## src/rtl/adc_readout_seq.sv

```systemverilog
module adc_readout_seq #(
  parameter int DATA_W = 14,
  parameter int CH_MAX = 8,
  parameter int CNT_W  = 16,
  localparam int CH_W  = $clog2(CH_MAX)
) (
  input  logic              clk,
  input  logic              rst_n,
  input  logic              start,
  input  logic [CNT_W-1:0]  quiet_cycles,
  input  logic [CNT_W-1:0]  timeout_cycles,
  input  logic [1:0]        cs_mode,
  input  logic              eoc_n,
  input  logic              eolc_n,
  input  logic [DATA_W-1:0] adc_data,
  output logic              convst,
  output logic              rd_n,
  output logic              cs_n,
  output logic              busy,
  output logic              out_valid,
  output logic [CH_W-1:0]   out_chan,
  output logic [DATA_W-1:0] out_data,
  output logic              done,
  output logic              err
);

  typedef enum logic [2:0] {S_IDLE, S_QUIET, S_CONV, S_WAIT, S_SETUP, S_READ} state_t;

  state_t           state;
  logic [CNT_W-1:0] wait_cnt;
  logic [CNT_W-1:0] idle_cnt;
  logic [CH_W-1:0]  chan;
  logic             eoc_q;
  logic             eoc_fall;

  assign eoc_fall = eoc_q & ~eoc_n;
  assign convst   = (state == S_CONV);
  assign rd_n     = (state != S_READ);
  assign busy     = (state != S_IDLE);

  always_comb begin
    case (cs_mode)
      2'd0:    cs_n = 1'b0;
      2'd1:    cs_n = !(state == S_SETUP || state == S_READ);
      default: cs_n = rd_n;
    endcase
  end

  always_ff @(posedge clk) begin
    if (!rst_n) begin
      state     <= S_IDLE;
      wait_cnt  <= '0;
      idle_cnt  <= '1;
      chan      <= '0;
      eoc_q     <= 1'b1;
      out_valid <= 1'b0;
      out_chan  <= '0;
      out_data  <= '0;
      done      <= 1'b0;
      err       <= 1'b0;
    end else begin
      eoc_q     <= eoc_n;
      out_valid <= 1'b0;
      done      <= 1'b0;
      err       <= 1'b0;
      if (state == S_READ)  idle_cnt <= '0;
      else if (!(&idle_cnt)) idle_cnt <= idle_cnt + 1'b1;

      case (state)
        S_IDLE:  if (start) state <= S_QUIET;
        S_QUIET: if (idle_cnt >= quiet_cycles) state <= S_CONV;
        S_CONV: begin
          state    <= S_WAIT;
          wait_cnt <= '0;
          chan     <= '0;
        end
        S_WAIT: begin
          if (eoc_fall) state <= S_SETUP;
          else if (wait_cnt == timeout_cycles) begin
            err   <= 1'b1;
            state <= S_IDLE;
          end else wait_cnt <= wait_cnt + 1'b1;
        end
        S_SETUP: state <= S_READ;
        S_READ: begin
          out_valid <= 1'b1;
          out_chan  <= chan;
          out_data  <= adc_data;
          chan      <= chan + 1'b1;
          wait_cnt  <= '0;
          if (!eolc_n) begin
            done  <= 1'b1;
            state <= S_IDLE;
          end else state <= S_WAIT;
        end
        default: state <= S_IDLE;
      endcase
    end
  end

endmodule

```

## config.mk

```make
export PLATFORM = sky130hd
export DESIGN_NAME = adc_readout_seq
export DESIGN_NICKNAME = d
export VERILOG_FILES = /design/src/rtl/adc_readout_seq.sv
export SDC_FILE = /design/constraint.sdc
export NUM_CORES = 1
export LEC_CHECK = 0
export ABC_AREA = 1
export BUFFER_PORTS_ARGS = -buffer_cell sky130_fd_sc_hd__buf_2
export CAP_MARGIN = 25
export CORE_ASPECT_RATIO = 0.7
export CORE_UTILIZATION = 59
export CTS_CLUSTER_DIAMETER = 150
export DETAILED_ROUTE_END_ITERATION = 12
export PLACE_DENSITY_LB_ADDON = 0.05
export SKIP_LAST_GASP = 1
export SYNTH_ARGS = -nofsm -noshare
export SYNTH_HDL_FRONTEND = slang
export SYNTH_SLANG_ARGS = --single-unit
export TNS_END_PERCENT = 1
```

## constraint.sdc

```tcl
create_clock -name clk -period 5.3 [get_ports clk]
set_clock_uncertainty 0.2 [all_clocks]
set_input_delay 1.06 -clock clk [delete_from_list [all_inputs] [get_ports clk]]
set_output_delay 1.06 -clock clk [all_outputs]
set_load 0.05 [all_outputs]
```

# == Yosys cells after proc, flatten, opt, wreduce, memory -nomap -nowiden ==
# Cells that the tools add are included.
# totals
ff_bits,59
input_bits,53
out_inout_bits,24
word_cells,61
# op_classes
add_sub_neg,3
n_lt_le_gt_ge,1
n_eq_ne,14
muxes,16
n_bitwise,4
reduce_logical,13
# op_table
operator,count
$mux 16,4
$add 16x1->16 const B,2
$pmux 16 s2,1
$pmux 3 s6,1
$eq 16x16->1,1
$ge 16x16->1,1
$reduce_and 16->1,1
$mux 3,4
$ne 2x2->1 const B,5
$eq 3x2->1 const B,2
$eq 3x3->1 const B,2
$ne 3x3->1 const B,2
$pmux 3 s2,1
$reduce_and 3->1,2
$reduce_bool 2->1,2
$add 3x1->3 const B,1
$eq 3x1->1 const B,1
$logic_not 3->1,1
$mux 1,3
$not 1->1,3
$reduce_bool 3->1,1
$reduce_or 3->1,1
$eq 2x1->1 const B,1
$logic_not 2->1,1
7 further kinds,7

# == Logic depth before layout (Yosys ltp) ==
# depth
depth_word,4
depth_mapped,14
depth_no_buf,14

# == Worst setup path after synthesis ==
# Ideal clock, no wire load.
# synth_path
kind,input -> output
start,input cs_mode[0]
end,output cs_n
arrival_ps,1756
required_ps,4040
slack_ps,2284
stages,2
n_path_buf,0
path_cell_list,a21oi_1 nor2_1
# synth_between
elab_chain_len,2
# synth_rtl
item,line_no,rtl
from (decl),12,"input logic [1:0] cs_mode,"
$eq 2x1->1 or $logic_not 2->1 (tied branches),42,case (cs_mode)
$pmux 1 s2 (*),42,
to (decl),18,"output logic cs_n,"
# Mark *: on every way between the ends. The rest lies on a longest branch, timed or not.

# == Worst setup path after layout ==
# layout_path
start,register state[1]
end,output cs_n
# layout_between
elab_chain_len,4
# layout_rtl
item,line_no,rtl
from (decl),29,state_t state;
from (signal assigned),51,state <= S_IDLE;
from (signal assigned),70,S_IDLE: if (start) state <= S_QUIET;
from (signal assigned),71,S_QUIET: if (idle_cnt >= quiet_cycles) state <= S_CONV;
$eq 3x3->1,44,2'd1: cs_n = !(state == S_SETUP || state == S_READ);
$logic_or 1x1->1,44,
$logic_not 1->1,44,
$pmux 1 s2 (*),42,
# Marks and branches as above.

==> results.yml <==
finish:
  final_layout_size_suffix_gt1_share_pct: 18.2
  antenna_cells: 0
  layout.nets: 694
  final_cell_mix: "155 x nand2_1, 77 x inv_1, 76 x buf_2"
  fin_util_pct: 72.1
  fillers: 482
  syn_to_final_growth_pct: 16.9
  final_common_cell: "nand2_1"
yosys:
  synth-seq-cells: 59
  synthCells: 546
  yosysSeqAreaShare_pct: 33.1
  yosys_warnings: 0
  syn_area_per_cell_sq_um: 6.53
  synth_async_sr_flop_share_pct: 0
  synth_edf_count: 0
  synthFlopType: "dfxtp_1"
  syn_nets: 618
  synthesis.area_sq_um: 3570
  synthDistinctLibCells: 36
routing:
  drt-total-wl_um: 8940
  first_pass_iters: 6
  drtIter0Drc: 309
  drc_errors: 0
  antenna_left: 0
  drt-vias-per-instance: 5.31
  wl_per_cell_um: 12.7
  vias: 3726
worst_setup_path:
  rr_startpoint: "state[1]"
  cp.arrival_ns: 1.98
  critical_path.slowest_cell: "dfxtp_1"
  end_kind: "output port"
  slowest_delay_ns: 0.38
  reg2reg_setup_slack_ns: 2.81
  path_max_fanout: 33
  path_class: "reg2out"
  required_ns: 4.04
  crit_chain: "inv_1 > nand3_2 > buf_4 > inv_2 > nor2_1 > buf_2"
  r2r_cells: 11
  worstReg2RegEnd: "state[1]"
  start_kind: "register"
global_routing:
  grt_first_pass_wirelength_um: 14200
  grt_pass1_vias: 3143
  overflow: 0
  antenna_found_initial: 0
  grt_max_degree: 34
  grtUsageMet3_pct: 8.11
  met1_usage_pct: 40.9
  top_usage_layer: "met2"
  grtUsageTotal_pct: 29.4
  met2_usage_pct: 44.2
clock_network:
  cts_resized: 0
  tritoncts: "done"
  clk_pin_slew_ns: 0.06
  ctsLongestPathBuffers: 2
  cts-buffers-inserted: 9
  cts.sinks: 59
  clock_latency_ns: 0.35
  hold_buffers: 0
  htreeDepth: 3
  root_buffer: "clkbuf_8"
  cts_setup_buffers: 0
die:
  fp.dieH_um: 67.0
  initial_utilization_pct: 61.6
  io_pins: 77
  dieWidth_um: 94.9
  die_area_sq_um: 6360
  fp.coreArea_sq_um: 5780
  rows: 23
timing:
  hold_viol: 0
  finalSetupTns_ns: 0
  finalCritPeriodShare_pct: 61.1
  period_minus_slack_ns: 3.24
  fin_ws_ns: 2.06
  grt_setup_unrepaired: "no"
  tightestPinTransition_ns: 0.507
  timing.fmax_ghz: 0.309
  setup_viol: 0
  finalMaxSlewViolations: 0
  max_slew_margin_pct: 66.1
pwr:
  clkPwrFrac_pct: 20.0
  switchingPower_uw: 763
  p_per_area_nw_per_um2: 408
  pwr-share-seq_pct: 34.9
  power_uw: 1700
  vdd_drop_max_uv: 408
  switching_share_pct: 44.9
  p_leak_uw: 0.00213
  p_int_uw: 937
  pwr-share-comb_pct: 45.1
min_path:
  hold_path_class: "reg2reg"
  min_from: "out_data[6]"
  holdPathEnd: "out_data[6]"
  hold_depth: 2
placement:
  place_hpwl_um: 6670
  io_buffers: 76
  gp_congestion: 0.891
  post-place-ws_ns: 2.39
run:
  maxCapViolations: 0
status:
  status: "finished, final reports clean"
==> logic make-up after synthesis <==
kind of cell               synth area share, %
AOI/OAI and AO/OA                         11.0
xor gates and xnor gates                  2.70
adders and majority gates                 6.67
buffers and inverters                     10.7
and+or+nand+nor                           35.8
DFF                                       33.1
==> through the flow <==
stage	instances	hold slack [ns]	cell area, sq um
finish	702	0.263	4170
global route	702	0.281	4170
CTS	701	0.265	4140
detailed placement	685	0.255	3980
global placement	685	0.249	3980
floorplan	546	0.245	3570
==> power by group through the flow <==
| stage | logic (uW) | clock network (uW) | registers [uW] |
|---|---|---|---|
| finish | 766 | 339 | 594 |
| global route | 869 | 367 | 603 |
| global placement | 717 | 0 | 598 |
| CTS | 748 | 341 | 590 |
| floorplan | 588 | 0 | 581 |
| detailed placement | 743 | 0 | 600 |
==> worst max path at each step <==
stage                         end  startpoint  cells past startpoint
after global routing         cs_n    state[1]                      6
after detailed placement  chan[1]       rst_n                      4
after global placement       cs_n  cs_mode[0]                      4
final                        cs_n    state[1]                      6
after floorplan              cs_n  cs_mode[0]                      2
after CTS                    cs_n    state[1]                      6
==> critical path, delay by kind of cell (launching register included) <==
family,cells,cell delay (ns)
DFF,1,0.38
and+or+nand+nor,2,0.23
buffers and inverters,4,1.01
==> synthesized netlist by cell type, types with 2 or more instances <==
cell type / n / area share (%)
a21oi_1: 43 / 6.0
buf_2: 3 / 0.42
buf_6: 2 / 0.63
clkbuf_1: 8 / 0.84
dfxtp_1: 59 / 33
ha_1: 19 / 6.7
inv_1: 77 / 8.1
inv_2: 5 / 0.53
nand2_1: 155 / 16
nand2_4: 2 / 0.63
nand3_1: 38 / 5.3
nand4_1: 11 / 1.9
nor2_1: 60 / 6.3
nor2_2: 3 / 0.53
nor3_1: 7 / 0.98
nor3b_1: 2 / 0.42
nor4_1: 3 / 0.53
o211ai_1: 7 / 1.5
o21a_1: 3 / 0.63
o21ai_0: 6 / 0.84
o21ai_1: 6 / 0.84
or2_2: 3 / 0.53
xor2_1: 11 / 2.7
==> layout make-up <==
class,instances,area (sq um),share of cell area (%)
Sequential cell,59,1180,28.3
Inverter,83,314,7.54
Multi-Input combinational cell,391,2000,48.1
Clock buffer,10,128,3.06
Tap cell,75,93.8,2.25
Clock inverter,6,32.5,0.781
Timing Repair Buffer,78,415,9.97
==> flip-flops by register name, summed over array words and instances, names as in the netlist <==
| signal | cells |
|---|---|
| out_data | 14 |
| idle_cnt | 16 |
| eoc_q | 1 |
| chan | 3 |
| done | 1 |
| state | 3 |
| out_chan | 3 |
| wait_cnt | 16 |
| out_valid | 1 |
| err | 1 |
==> per-layer routing <==
| layer | routed length [um] | part of all wire, % |
|---|---|---|
| met1 | 4240 | 47 |
| met2 | 3710 | 41 |
| met3 | 930 | 10 |
| met4 | 65 | 0.73 |
| met5 | 0 | 0 |
Note: power is estimated with default switching activity, not from simulation.
